===== src/rtl/stx_pkg.sv =====
package stx_pkg;
  typedef enum logic [2:0] {
    S_IDLE, S_START, S_DATA, S_PAR, S_STOP, S_BRK, S_MARK
  } sh_state_t;

  localparam logic [3:0] CMD_FLUSH   = 4'h3;
  localparam logic [3:0] CMD_BRK_ON  = 4'h6;
  localparam logic [3:0] CMD_BRK_OFF = 4'h7;

  localparam logic [1:0] PAR_EVEN = 2'd1;
  localparam logic [1:0] PAR_ODD  = 2'd2;
endpackage


===== src/rtl/stx_fifo.sv =====
module stx_fifo #(
  parameter int W     = 8,
  parameter int DEPTH = 8
) (
  input  logic         clk,
  input  logic         rst_n,
  input  logic         flush,
  input  logic         push,
  input  logic         pop,
  input  logic [W-1:0] din,
  output logic [W-1:0] dout,
  output logic         full,
  output logic         empty
);
  localparam int AW = (DEPTH > 1) ? $clog2(DEPTH) : 1;
  localparam int CW = $clog2(DEPTH + 1);

  logic [W-1:0]  mem [DEPTH];
  logic [AW-1:0] rp_q, rp_d, wp_q, wp_d;
  logic [CW-1:0] cnt_q, cnt_d;
  logic          do_push, do_pop;

  function automatic logic [AW-1:0] step(input logic [AW-1:0] p);
    return (p == AW'(DEPTH - 1)) ? '0 : p + 1'b1;
  endfunction

  assign full    = (cnt_q == CW'(DEPTH));
  assign empty   = (cnt_q == '0);
  assign do_push = push && !full && !flush;
  assign do_pop  = pop && !empty && !flush;
  assign dout    = mem[rp_q];

  always_comb begin
    rp_d  = rp_q;
    wp_d  = wp_q;
    cnt_d = cnt_q;
    if (flush) begin
      rp_d  = '0;
      wp_d  = '0;
      cnt_d = '0;
    end else begin
      if (do_push) wp_d = step(wp_q);
      if (do_pop)  rp_d = step(rp_q);
      if (do_push && !do_pop) cnt_d = cnt_q + 1'b1;
      else if (do_pop && !do_push) cnt_d = cnt_q - 1'b1;
    end
  end

  always_ff @(posedge clk or negedge rst_n) begin
    if (!rst_n) begin
      rp_q  <= '0;
      wp_q  <= '0;
      cnt_q <= '0;
    end else begin
      rp_q  <= rp_d;
      wp_q  <= wp_d;
      cnt_q <= cnt_d;
    end
  end

  always_ff @(posedge clk) begin
    if (do_push) mem[wp_q] <= din;
  end
endmodule


===== src/rtl/stx_shifter.sv =====
module stx_shifter
  import stx_pkg::*;
#(
  parameter int DW  = 8,
  parameter int TPB = 16
) (
  input  logic          clk,
  input  logic          rst_n,
  input  logic          tick,
  input  logic          flush,
  input  logic          q_empty,
  input  logic [DW-1:0] q_data,
  input  logic [1:0]    len_sel,
  input  logic [1:0]    par_sel,
  input  logic          brk_req,
  input  logic          brk_end,
  output logic          pop,
  output logic          txd,
  output logic          idle,
  output logic          frame_done,
  output logic          brk_start
);
  localparam int TW = $clog2(TPB);
  localparam int BW = $clog2(DW);

  sh_state_t     st_q, st_d;
  logic [TW-1:0] tc_q, tc_d;
  logic [BW-1:0] bc_q, bc_d;
  logic [DW-1:0] sr_q, sr_d;
  logic          par_q, par_d;
  logic          bit_end, par_on;
  logic [BW-1:0] last_idx;
  logic [DW-1:0] mask, mdata;

  assign bit_end  = tick && (tc_q == TW'(TPB - 1));
  assign last_idx = BW'(DW - 4) + BW'(len_sel);
  assign par_on   = (par_sel == PAR_EVEN) || (par_sel == PAR_ODD);
  assign mdata    = q_data & mask;
  assign idle     = (st_q == S_IDLE);

  always_comb begin
    for (int i = 0; i < DW; i++) mask[i] = (i <= int'(last_idx));
  end

  always_comb begin
    st_d = st_q; tc_d = tc_q; bc_d = bc_q; sr_d = sr_q; par_d = par_q;
    pop = 1'b0; frame_done = 1'b0; brk_start = 1'b0;
    if (st_q != S_IDLE && st_q != S_BRK && tick) tc_d = tc_q + 1'b1;
    if (bit_end) tc_d = '0;
    case (st_q)
      S_IDLE: begin
        if (!q_empty) begin
          pop   = 1'b1;
          sr_d  = mdata;
          par_d = (par_sel == PAR_ODD) ? ~^mdata : ^mdata;
          tc_d  = '0;
          bc_d  = '0;
          st_d  = S_START;
        end else if (brk_req) begin
          brk_start = 1'b1;
          st_d      = S_BRK;
        end
      end
      S_START: if (bit_end) st_d = S_DATA;
      S_DATA: if (bit_end) begin
        sr_d = sr_q >> 1;
        bc_d = bc_q + 1'b1;
        if (bc_q == last_idx) st_d = par_on ? S_PAR : S_STOP;
      end
      S_PAR: if (bit_end) st_d = S_STOP;
      S_STOP: if (bit_end) begin
        frame_done = 1'b1;
        st_d       = S_IDLE;
      end
      S_BRK: if (brk_end) begin
        tc_d = '0;
        st_d = S_MARK;
      end
      S_MARK: if (bit_end) st_d = S_IDLE;
      default: st_d = S_IDLE;
    endcase
    if (flush) begin
      st_d = S_IDLE; pop = 1'b0; frame_done = 1'b0; brk_start = 1'b0;
    end
  end

  always_comb begin
    case (st_q)
      S_START, S_BRK: txd = 1'b0;
      S_DATA:         txd = sr_q[0];
      S_PAR:          txd = par_q;
      default:        txd = 1'b1;
    endcase
  end

  always_ff @(posedge clk or negedge rst_n) begin
    if (!rst_n) begin
      st_q  <= S_IDLE;
      tc_q  <= '0;
      bc_q  <= '0;
      sr_q  <= '0;
      par_q <= 1'b0;
    end else begin
      st_q  <= st_d;
      tc_q  <= tc_d;
      bc_q  <= bc_d;
      sr_q  <= sr_d;
      par_q <= par_d;
    end
  end
endmodule


===== src/rtl/serial_tx_brk.sv =====
module serial_tx_brk
  import stx_pkg::*;
#(
  parameter int DATA_W        = 8,
  parameter int FIFO_DEPTH    = 8,
  parameter int TICKS_PER_BIT = 16
) (
  input  logic              clk,
  input  logic              rst_n,
  input  logic              baud_tick,
  input  logic              wr_en,
  input  logic [DATA_W-1:0] wr_data,
  input  logic              cmd_en,
  input  logic [3:0]        cmd_code,
  input  logic              cmd_tx_on,
  input  logic              cmd_tx_off,
  input  logic [1:0]        char_len,
  input  logic [1:0]        par_mode,
  output logic              txd,
  output logic              tx_rdy,
  output logic              tx_emt
);
  logic en_q, en_d, pend_q, pend_d, emt_q, emt_d, brk_q, brk_d;
  logic on_cmd, off_cmd, flush_cmd, brk_cmd, stp_cmd;
  logic push, pop, q_full, q_empty;
  logic sh_idle, frame_done, brk_start, drain_done, idle_after;
  logic [DATA_W-1:0] q_data;

  assign on_cmd    = cmd_en && cmd_tx_on && !cmd_tx_off;
  assign off_cmd   = cmd_en && cmd_tx_off;
  assign flush_cmd = cmd_en && (cmd_code == CMD_FLUSH);
  assign brk_cmd   = cmd_en && (cmd_code == CMD_BRK_ON);
  assign stp_cmd   = cmd_en && (cmd_code == CMD_BRK_OFF);

  assign tx_rdy     = en_q && !pend_q && !q_full;
  assign tx_emt     = emt_q;
  assign push       = wr_en && tx_rdy;
  assign drain_done = pend_q && sh_idle && q_empty && !brk_q;
  assign idle_after = (sh_idle || flush_cmd) && (q_empty || flush_cmd);

  stx_fifo #(.W(DATA_W), .DEPTH(FIFO_DEPTH)) u_fifo (
    .clk(clk), .rst_n(rst_n), .flush(flush_cmd), .push(push), .pop(pop),
    .din(wr_data), .dout(q_data), .full(q_full), .empty(q_empty)
  );

  stx_shifter #(.DW(DATA_W), .TPB(TICKS_PER_BIT)) u_shift (
    .clk(clk), .rst_n(rst_n), .tick(baud_tick), .flush(flush_cmd),
    .q_empty(q_empty), .q_data(q_data), .len_sel(char_len), .par_sel(par_mode),
    .brk_req(brk_q), .brk_end(stp_cmd), .pop(pop), .txd(txd), .idle(sh_idle),
    .frame_done(frame_done), .brk_start(brk_start)
  );

  always_comb begin
    en_d = en_q; pend_d = pend_q; emt_d = emt_q; brk_d = brk_q;
    if (frame_done && q_empty && !pend_q) emt_d = 1'b1;
    if (push) emt_d = 1'b0;
    if (drain_done) begin
      en_d = 1'b0; pend_d = 1'b0; emt_d = 1'b0;
    end
    if (brk_start || stp_cmd) brk_d = 1'b0;
    if (flush_cmd) begin
      emt_d = 1'b0; brk_d = 1'b0;
    end
    if (off_cmd) begin
      if (en_q) begin
        if (idle_after && !(brk_q && !flush_cmd)) begin
          en_d = 1'b0; pend_d = 1'b0; emt_d = 1'b0; brk_d = 1'b0;
        end else begin
          pend_d = 1'b1;
        end
      end
    end else if (on_cmd && (!en_q || pend_q)) begin
      en_d   = 1'b1;
      pend_d = 1'b0;
      emt_d  = idle_after;
    end
    if (brk_cmd && en_d) brk_d = 1'b1;
  end

  always_ff @(posedge clk or negedge rst_n) begin
    if (!rst_n) begin
      en_q   <= 1'b0;
      pend_q <= 1'b0;
      emt_q  <= 1'b0;
      brk_q  <= 1'b0;
    end else begin
      en_q   <= en_d;
      pend_q <= pend_d;
      emt_q  <= emt_d;
      brk_q  <= brk_d;
    end
  end
endmodule



===== config.mk =====
export PLATFORM = sky130hd
export DESIGN_NAME = serial_tx_brk
export DESIGN_NICKNAME = d
export VERILOG_FILES = /design/src/rtl/stx_pkg.sv /design/src/rtl/stx_fifo.sv /design/src/rtl/stx_shifter.sv /design/src/rtl/serial_tx_brk.sv
export SDC_FILE = /design/constraint.sdc
export NUM_CORES = 1
export LEC_CHECK = 0
export BUFFER_PORTS_ARGS = -buffer_cell sky130_fd_sc_hd__buf_2
export CELL_PAD_IN_SITES_DETAIL_PLACEMENT = 1
export CELL_PAD_IN_SITES_GLOBAL_PLACEMENT = 1
export CORE_MARGIN = 2
export CORE_UTILIZATION = 30
export CTS_BUF_LIST = sky130_fd_sc_hd__clkbuf_2
export DETAILED_ROUTE_END_ITERATION = 7
export GPL_TIMING_DRIVEN = 0
export PLACE_DENSITY_LB_ADDON = 0.1
export SETUP_SLACK_MARGIN = 0.5
export SLEW_MARGIN = 10
export SYNTH_ARGS = -nofsm -noshare
export SYNTH_HDL_FRONTEND = slang
export SYNTH_SLANG_ARGS = --single-unit

===== constraint.sdc =====
create_clock -name clk -period 2.9 [get_ports clk]
set_clock_uncertainty 0.1 [all_clocks]
set_input_delay 0.435 -clock clk [delete_from_list [all_inputs] [get_ports clk]]
set_output_delay 0.435 -clock clk [all_outputs]
set_load 0.005 [all_outputs]

==> reports/qor.txt, run 1 <==
Crit. End Element - flip-flop
M1 GR Usage - 0.196
largest area contributor in the netlist - edfxtp_1
post-synth top area share - 0.430
H-tree levels - 3
Final Non-Filler Cells - 591
worst skew pair latency - 0.62 ns
yosys warns - 0
Die Ht - 126 um
IO Port Bufs - 25
total nets after synthesis - 361
multi-input logic area - 1800 sq um
CTS root buffer - clkbuf_2
r2r endpoint - u_shift.par_q
GR Util met3 - 0.0382
antenna cells - 0
combinational power share - 0.506
Core Box Area - 14500 sq um
Leak Pwr - 2.18 nW
Hold WC Path Type - in -> reg
vias in the first global route - 3024
count leader, synth - edfxtp_1
Initial DRT Pass Iterations - 4
Sink Count - 97
Final Cycle Share - 0.844
Worst Path Required - 3.34 ns
Ports - 26
Peak supply drop - 0.311 mV
Worst Max-Slew Pin Slew - 0.822 ns
routed length per instance - 18.3 um
nets - 435
P_sw - 0.00199 W
Synth Cell Area - 4470 sq um
R2R setup slack - 0.45 ns
antenna violations before repair - 0
R2R cell count - 8
GR peak layer - met2
Layout Area Growth over Synthesis - 23.3%
vias - 2886
GRT overflow - 0
critical path peak fanout - 6
ys async rst share - 0.340
sequential share of the synthesized area - 0.614
minimum clock period - 2.45 ns
Tot GR Track Use - 0.144
fill count - 1557
Synth cell types - 50
arrival time at the worst endpoint - 2.89 ns
status - complete, no violations
sequential power share - 0.369
Post-synth top cells - edfxtp_1 (64), nor2_1 (39), dfrtp_1 (33)
largest net degree at the start of global routing - 34
Hold Path Stages - 4
Detail Placement HPWL - 7.25 mm
Hold Violations, Final - 0
# DRC - 0
Core Util, Final - 0.380
Final Wtd Congestion - 0.712
Worst setup SP type - flip-flop
CTS max path bufs - 2
post-synthesis cell count - 328
first-pass GRT wire length - 17.2 mm
initial core utilization - 0.308
worst hold endpoint - en_q
switch share - 0.380
WS Path Type - reg -> reg
max-cap violations - 0
register area - 2750 sq um
Yosys reg bits - 97
Cell Count Post-Placement - 538
Clk pwr share - 0.125
Die Width - 126 um
layout cells sized above 1 - 0.295
met2 Use GR - 0.232
CTS clock-pin slew for the worst setup and hold paths - 0.31 ns
max-slew violation count - 0
Post-Route WL - 10.8 mm
remaining antenna violation count - 0
Post-synth EDFFs - 64
Final setup viols - 0
CTS tree - done
Max Freq - 409 MHz
power per cell area - 948 nW/um^2
prevailing post-synth register cell - edfxtp_1
first-iteration detailed-routing DRC count - 142
Slew Limit Headroom - 0.452
Site Rows - 44
die area - 15900 sq um
Avg Cell Area, Syn - 13.6 sq um
vias per inst - 4.88
CTS Buf Count - 9
unrepaired setup endpoints after global routing - yes
Hold Crit Start - cmd_tx_on
r2r startpoint - u_fifo.rp_q[0]
top post-synthesis cells by area - edfxtp_1 (43%), dfrtp_1 (18%), mux4_1 (4.1%)
cell internal pwr - 0.00324 W
-- worst max-delay path, stage by stage (launching register included) --
cell	delay, ns
dfrtp_1	0.45
buf_6	0.17
buf_12	0.12
buf_4	0.13
mux4_2	0.50
o211a_1	0.25
xnor3_1	0.37
xnor2_1	0.19
o21ai_1	0.07
-- worst max path at each step --
stage                     slack, ns             from  cells after the start                to
after floorplan                0.41  u_fifo.cnt_q[1]                     10   u_fifo.cnt_q[3]
after global placement        -0.44           pend_q                      6  u_fifo.mem[1][0]
after detailed placement      -0.06           pend_q                      5  u_fifo.mem[0][2]
after CTS                      0.30  u_shift.st_q[0]                      6               txd
after global routing           0.36   u_fifo.rp_q[0]                      8     u_shift.par_q
final                          0.45   u_fifo.rp_q[0]                      8     u_shift.par_q
-- placed cells by master (no fill, tap or decap), drive strengths merged, types with 7 or more instances in the layout --
cell and instances:
o21ai 13, xnor2 9, nand3 8, dlygate4sd3 13, a21oi 17, ha 9
clkbuf 15, mux4 14, nor2 39, inv 13, edfxtp 64, buf 57
mux2i 15, dfrtp 33, nor3 7, nand2 25
-- area by class of cell --
class	instances	share of cell area
inverter	8	0.00544
clock inverter	7	0.0120
clock buffer	9	0.00817
multi-input combinational	210	0.326
buffer	13	0.0243
tap	184	0.0417
timing repair buffer	63	0.0839
sequential	97	0.498
-- per-stage QoR --
step	cell area (sq um)	worst slack (ns)	total power, W	setup TNS, ns	hold WS (ns)
6_report	5520	0.453	0.00523	0	0.0795
5_1_grt	5520	0.357	0.00564	0	0.0379
4_1_cts	5480	0.302	0.00527	0	0.00194
3_5_place_dp	4870	-0.0555	0.00405	-0.817	0.387
3_3_place_gp	4850	-0.435	0.00399	-3.90	0.377
2_1_floorplan	4500	0.412	0.00346	0	0.0394
-- registers in the layout, summed over array words and instances (netlist names) --
signal	cells
u_shift.bc_q	3
u_fifo.wp_q	3
u_shift.sr_q	8
u_shift.par_q	1
tx_emt	1
en_q	1
u_shift.tc_q	4
u_shift.st_q	3
u_fifo.cnt_q	4
u_fifo.mem	64
u_fifo.rp_q	3
pend_q	1
brk_q	1
-- repair_timing --
item | CTS | global route
pin swaps | 9 | 5
setup buffers | 20 | 4
resized for setup | 52 | 10
hold buffers | 13 | 0
setup endpoints to repair | 69 | 60
hold endpoints to repair | 100 | 0
-- routing by layer --
| layer | up-vias | wire (um) |
|---|---|---|
| li1 | 1371 | - |
| met5 | - | 0 |
| met2 | 30 | 5140 |
| met1 | 1480 | 5290 |
| met4 | 0 | 93 |
| met3 | 5 | 272 |
-- power by group through the flow --
stage / sequential, W / combinational, W / clock (W)
after floorplan: 0.00190 / 0.00156 / 0
after global placement: 0.00195 / 0.00205 / 0
after detailed placement: 0.00196 / 0.00209 / 0
after CTS: 0.00193 / 0.00264 / 0.000700
after global routing: 0.00196 / 0.00292 / 0.000750
final: 0.00193 / 0.00265 / 0.000655
-- logic make-up after synthesis --
| group | count (synthesis) | share of synthesized area |
|---|---|---|
| buffers and inverters | 21 | 0.0213 |
| XOR/XNOR | 15 | 0.0372 |
| flip-flops | 97 | 0.614 |
| multiplexers | 35 | 0.125 |
| AO/OA/AOI/OAI | 50 | 0.0699 |
| adder cells (fa/ha/maj) | 10 | 0.0296 |
| AND/OR/NAND/NOR | 100 | 0.103 |
Power figures use the tool's default switching activity.
==> run 2, diff against run 1 <==
--- a/config.mk
+++ b/config.mk
@@ -5,6 +5,7 @@
 export SDC_FILE = /design/constraint.sdc
 export NUM_CORES = 1
 export LEC_CHECK = 0
+export ABC_AREA = 1
 export BUFFER_PORTS_ARGS = -buffer_cell sky130_fd_sc_hd__buf_2
 export CELL_PAD_IN_SITES_DETAIL_PLACEMENT = 1
 export CELL_PAD_IN_SITES_GLOBAL_PLACEMENT = 1
==> constraint.sdc (replaced) <==
create_clock -name clk -period 2.2 [get_ports clk]
set_clock_uncertainty 0.1 [all_clocks]
set_input_delay 0.33 -clock clk [delete_from_list [all_inputs] [get_ports clk]]
set_output_delay 0.33 -clock clk [all_outputs]
set_load 0.005 [all_outputs]
==> reports/qor.txt, run 2 <==
Detail Placement HPWL - 9.40 mm
top post-synthesis cells by area - edfxtp_1 (39%), dfrtp_1 (17%), nand2_1 (11%)
largest area contributor in the netlist - edfxtp_1
H-tree levels - 3
first-pass GRT wire length - 23.9 mm
P_sw - 0.00387 W
r2r startpoint - u_fifo.cnt_q[1]
CTS tree - done
cell internal pwr - 0.00520 W
switch share - 0.426
minimum clock period - 2.24 ns
most common cell after layout, fill and taps aside - nand2_1
arrival time at the worst endpoint - 2.74 ns
Site Rows - 46
worst skew pair latency - 0.66 ns
biggest regs - u_fifo.mem x64, u_shift.sr_q x8
Final Cycle Share - 1.02
GRT overflow - 0
worst setup margin - -0.0379 ns
Post-synth EDFFs - 64
Worst Path Required - 2.70 ns
Tot GR Track Use - 0.179
unrepaired setup endpoints after global routing - yes
remaining antenna violation count - 0
vias - 4192
Post-Route WL - 15.3 mm
Slew Limit Headroom - 0.449
die area - 17400 sq um
Synth cell types - 37
Peak supply drop - 0.571 mV
Worst setup SP type - flip-flop
max-slew violation count - 0
total nets after synthesis - 577
Clk pwr share - 0.105
commonest cells after routing, fill and taps aside - nand2_1 (121), inv_1 (72), edfxtp_1 (64)
Yosys reg bits - 97
max incr delay on CP - 0.47 ns
max reg flops - 64
prevailing post-synth register cell - edfxtp_1
post-synth top area share - 0.392
sequential share of the synthesized area - 0.561
CTS Buf Count - 9
Hold WC Path Type - in -> reg
Initial DRT Pass Iterations - 4
Die Ht - 132 um
nets - 725
critical path peak fanout - 4
sequential power share - 0.276
Leak Pwr - 3.19 nW
count leader, synth - nand2_1
first-iteration detailed-routing DRC count - 162
post-route design area - 7110 sq um
IO Port Bufs - 25
Synth Cell Area - 4900 sq um
Setup TNS - -0.0668 ns
power per cell area - 1270 nW/um^2
Final Wtd Congestion - 0.783
largest net degree at the start of global routing - 34
status - finished with violations
Crit-path slowest cell - dfrtp_1
Crit. Startpoint - u_fifo.cnt_q[1]
Cell Chain, Critical Path - inv_2, nand2_4, nor3_4, buf_6, nor2_4, inv_2, nand2_4, ha_4, a21oi_2, nand2_2, xor2_2, xnor2_1, nand3_1, o21ai_1
Die Width - 132 um
Core Box Area - 15900 sq um
Max Freq - 447 MHz
vias per inst - 4.59
Final Non-Filler Cells - 914
Sink Count - 97
Cell Count Post-Placement - 785
antenna violations before repair - 1
initial core utilization - 0.307
CTS max path bufs - 2
Hold Violations, Final - 0
Avg Cell Area, Syn - 9.01 sq um
dpl cell area - 5380 sq um
CTS root buffer - clkbuf_2
failing checks - setup timing
register with the most flip-flops - u_fifo.mem
layout cells sized above 1 - 0.383
combinational power share - 0.619
Worst Max-Slew Pin Slew - 0.826 ns
Crit. End Element - flip-flop
Final setup viols - 2
post-synthesis cell count - 544
Hold Crit Start - char_len[1]
routed length per instance - 16.7 um
CTS clock-pin slew for the worst setup and hold paths - 0.27 ns
Ports - 26
yosys warns - 0
Fin Hold WS - 0.0468 ns
vias in the first global route - 4452
Power Total - 0.00906 W
max-cap violations - 0
ys async rst share - 0.340
Post-synth top cells - nand2_1 (146), inv_1 (84), edfxtp_1 (64)
WS Path Type - reg -> reg
# DRC - 0
Layout Area Growth over Synthesis - 45.1%
## run 2: per-layer routing
| layer | GRT usage | up-vias | wire, um |
|---|---|---|---|
| met5 | 0 | - | 0 |
| met4 | 0.0610 | 0 | 210 |
| met3 | 0.0238 | 12 | 340 |
| met2 | 0.303 | 36 | 7570 |
| met1 | 0.237 | 2077 | 7150 |
| li1 | - | 2067 | - |
## run 2: timing repair
| item | in CTS | in global routing |
|---|---|---|
| hold endpoints to repair | 105 | 0 |
| setup endpoints to repair | 95 | 99 |
| buffers inserted | 55 | 31 |
| gates resized for setup | 106 | 59 |
| cloned | 3 | 3 |
| pin swaps | 38 | 44 |
| hold buffers | 20 | 0 |
## run 2: layout make-up
cell class                 instances  area, sq um
antenna                            1         2.50
buffer                            15          184
clock buffer                      10         50.0
clock inverter                     6         65.1
fill                            1859         8830
inverter                          91          354
multi-input combinational        341         2130
sequential                        97         2750
tap                              216          270
timing repair buffer             137         1300
## run 2: power by group through the flow
stage               Clock (W)  Sequential [W]  Combinational [W]
floorplan                   0         0.00242            0.00237
finish               0.000955         0.00250            0.00561
detailed placement          0         0.00249            0.00325
global placement            0         0.00247            0.00316
global route          0.00104         0.00253            0.00616
CTS                  0.000978         0.00247            0.00464
## run 2: cells by family after synthesis
family                   count (synthesis)  share of synthesized area
buffers and inverters                  106                     0.0952
XOR/XNOR                                 9                     0.0161
flip-flops                              97                      0.561
AND/OR/NAND/NOR                        262                      0.232
adder cells (fa/ha/maj)                 10                     0.0271
multiplexers                             1                    0.00230
AO/OA/AOI/OAI                           59                     0.0671
## run 2: worst paths after layout
kind	end	slack, ns	cells past startpoint
worst max-delay path	u_fifo.cnt_q[3]	-0.04	14
worst min-delay path	u_shift.sr_q[6]	0.05	5
worst max register to register	u_fifo.cnt_q[3]	-0.04	14
worst min register to register	u_shift.sr_q[7]	0.43	2
max in group asynchronous	u_fifo.rp_q[0]	1.26	2
min in group asynchronous	u_shift.tc_q[3]	0.13	2
## run 2: through the flow
step	setup WS, ns	util
2_1_floorplan	0.0965	-
3_3_place_gp	-0.221	0.337
3_5_place_dp	-0.269	0.337
4_1_cts	-0.00452	0.414
5_1_grt	-0.224	0.446
6_report	-0.0379	0.446
## run 2: critical path, delay by kind of cell, from the launching register on
family | cells | cell delay, ns
AOI/OAI and AO/OA | 2 | 0.21
xor gates and xnor gates | 2 | 0.34
adders and majority gates | 1 | 0.24
buffers and inverters | 3 | 0.33
DFF | 1 | 0.47
and+or+nand+nor | 6 | 0.52
==> run 3, diff against run 2 <==
--- a/config.mk
+++ b/config.mk
@@ -11,7 +11,6 @@
 export CELL_PAD_IN_SITES_GLOBAL_PLACEMENT = 1
 export CORE_MARGIN = 2
 export CORE_UTILIZATION = 30
-export CTS_BUF_LIST = sky130_fd_sc_hd__clkbuf_2
 export DETAILED_ROUTE_END_ITERATION = 7
 export GPL_TIMING_DRIVEN = 0
 export PLACE_DENSITY_LB_ADDON = 0.1
==> reports/qor.txt, run 3 (synthesis gave the netlist of run 2 again) <==
status - finished with violations
failing checks - setup timing
R2R cell count - 13
Sink Count - 97
pre-CTS setup slack - -0.269 ns
Core Box Area - 15900 sq um
Post-Route WL - 14.5 mm
CTS max path bufs - 2
Initial DRT Pass Iterations - 4
commonest cells after routing, fill and taps aside - nand2_1 (121), inv_1 (74), edfxtp_1 (64)
CTS clock-pin slew for the worst setup and hold paths - 0.07 ns
Worst setup SP type - flip-flop
Layout Area Growth over Synthesis - 39.5%
CTS root buffer - clkbuf_16
Hold Violations, Final - 0
r2r endpoint - u_fifo.cnt_q[3]
Worst Max-Slew Pin Slew - 0.831 ns
routed length per instance - 16.7 um
layout cells sized above 1 - 0.351
Worst Path Buf+Inv - 1
Slew Limit Headroom - 0.446
CTS tree - done
CP delay by family, top - simple AND/OR/NAND/NOR gates
CP Capture Point - u_fifo.cnt_q[3]
minimum clock period - 2.22 ns
vias per inst - 4.64
Detail Placement HPWL - 9.40 mm
initial core utilization - 0.307
Site Rows - 46
Tot GR Track Use - 0.171
Max Freq - 450 MHz
Crit. End Element - flip-flop
worst skew pair latency - 0.35 ns
Ports - 26
antenna cells - 0
Final Cycle Share - 1.01
Setup TNS - -0.0208 ns
antenna violations before repair - 0
# DRC - 0
max-cap violations - 0
max reg flops - 64
worst setup margin - -0.0208 ns
IO Port Bufs - 25
WS Path Type - reg -> reg
power per cell area - 1340 nW/um^2
first-iteration detailed-routing DRC count - 177
biggest regs - u_fifo.mem x64, u_shift.sr_q x8
most common cell after layout, fill and taps aside - nand2_1
vias - 4029
critical path peak fanout - 4
r2r startpoint - pend_q
max incr delay on CP - 0.42 ns
Crit. Startpoint - pend_q
nets - 681
CTS Buf Count - 9
arrival time at the worst endpoint - 2.40 ns
Worst Path Required - 2.38 ns
Power Total - 0.00914 W
Die Ht - 132 um
remaining antenna violation count - 0
vias in the first global route - 4240
unrepaired setup endpoints after global routing - yes
H-tree levels - 3
Leak Pwr - 3.03 nW
largest net degree at the start of global routing - 34
Crit-path slowest cell - dfrtp_1
max-slew violation count - 0
Cell Chain, Critical Path - nor2_4, inv_2, a21oi_2, nand2_2, nor2_4, nand2_4, ha_4, a21oi_2, nand2_2, xor2_2, xnor2_1, nand3_1, o21ai_1
first-pass GRT wire length - 23.1 mm
Peak supply drop - 0.502 mV
Final Wtd Congestion - 0.783
critical path depth - 13
Final setup viols - 1
die area - 17400 sq um
R2R setup slack - -0.02 ns
register with the most flip-flops - u_fifo.mem
Die Width - 132 um
Hold WC Path Type - in -> reg
Core Util, Final - 0.429
Fin Hold WS - 0.151 ns
GRT overflow - 0
run 3: cell types whose count changed in the layout (fill, tap and decap cells not counted), moves of 5 or more:
cell           previous run  this run
buf_4                    57        38
clkbuf_16                 3         9
clkbuf_2                 11         0
dlygate4sd3_1            20         1
nand2_2                  23        18
run 3: how the worst min path moves through the flow:
stage	startpoint	end	slack [ns]	cells past startpoint
final	wr_data[7]	u_fifo.mem[0][7]	0.15	1
after global routing	wr_data[5]	u_fifo.mem[1][5]	0.15	1
after CTS	wr_data[3]	u_fifo.mem[2][3]	0.14	1
after detailed placement	rst_n	u_shift.tc_q[0]	0.37	1
after global placement	rst_n	u_shift.tc_q[0]	0.37	1
after floorplan	rst_n	brk_q	-0.07	0
run 3: cell type report:
cell class                      count  area, sq um
Clock buffer                       10          229
Multi-Input combinational cell    341         2140
Sequential cell                    97         2750
Fill cell                        1826         9110
Tap cell                          216          270
Clock inverter                      6         65.1
Buffer                             15          173
Inverter                           91          362
Timing Repair Buffer               93          848
run 3: routing by layer:
| metal | GRT usage | vias to the layer above | part of all wire |
|---|---|---|---|
| li1 | - | 1973 | - |
| met3 | 0.0227 | 11 | 0.015 |
| met4 | 0.0525 | 0 | 0.011 |
| met5 | 0 | - | 0 |
| met2 | 0.288 | 36 | 0.50 |
| met1 | 0.232 | 2009 | 0.48 |
run 3: through the flow:
step | instance area, sq um | instances
after CTS | 6370 | 849
after global routing | 6840 | 869
after global placement | 5380 | 785
final | 6840 | 869
after floorplan | 4980 | 544
after detailed placement | 5380 | 785
run 3: repair_timing:
item,4_1_cts,5_1_grt
buffers inserted,45,20
gates cloned,2,0
pin swaps,30,49
hold endpoints to repair,33,0
endpoints found under the setup margin,94,94
hold buffers,1,0
gates resized for setup,73,85
run 3: power by group:
part           switching [W]  internal [W]
clock               0.000729      0.000888
combinational        0.00278       0.00225
sequential          0.000250       0.00224
total                0.00376       0.00538
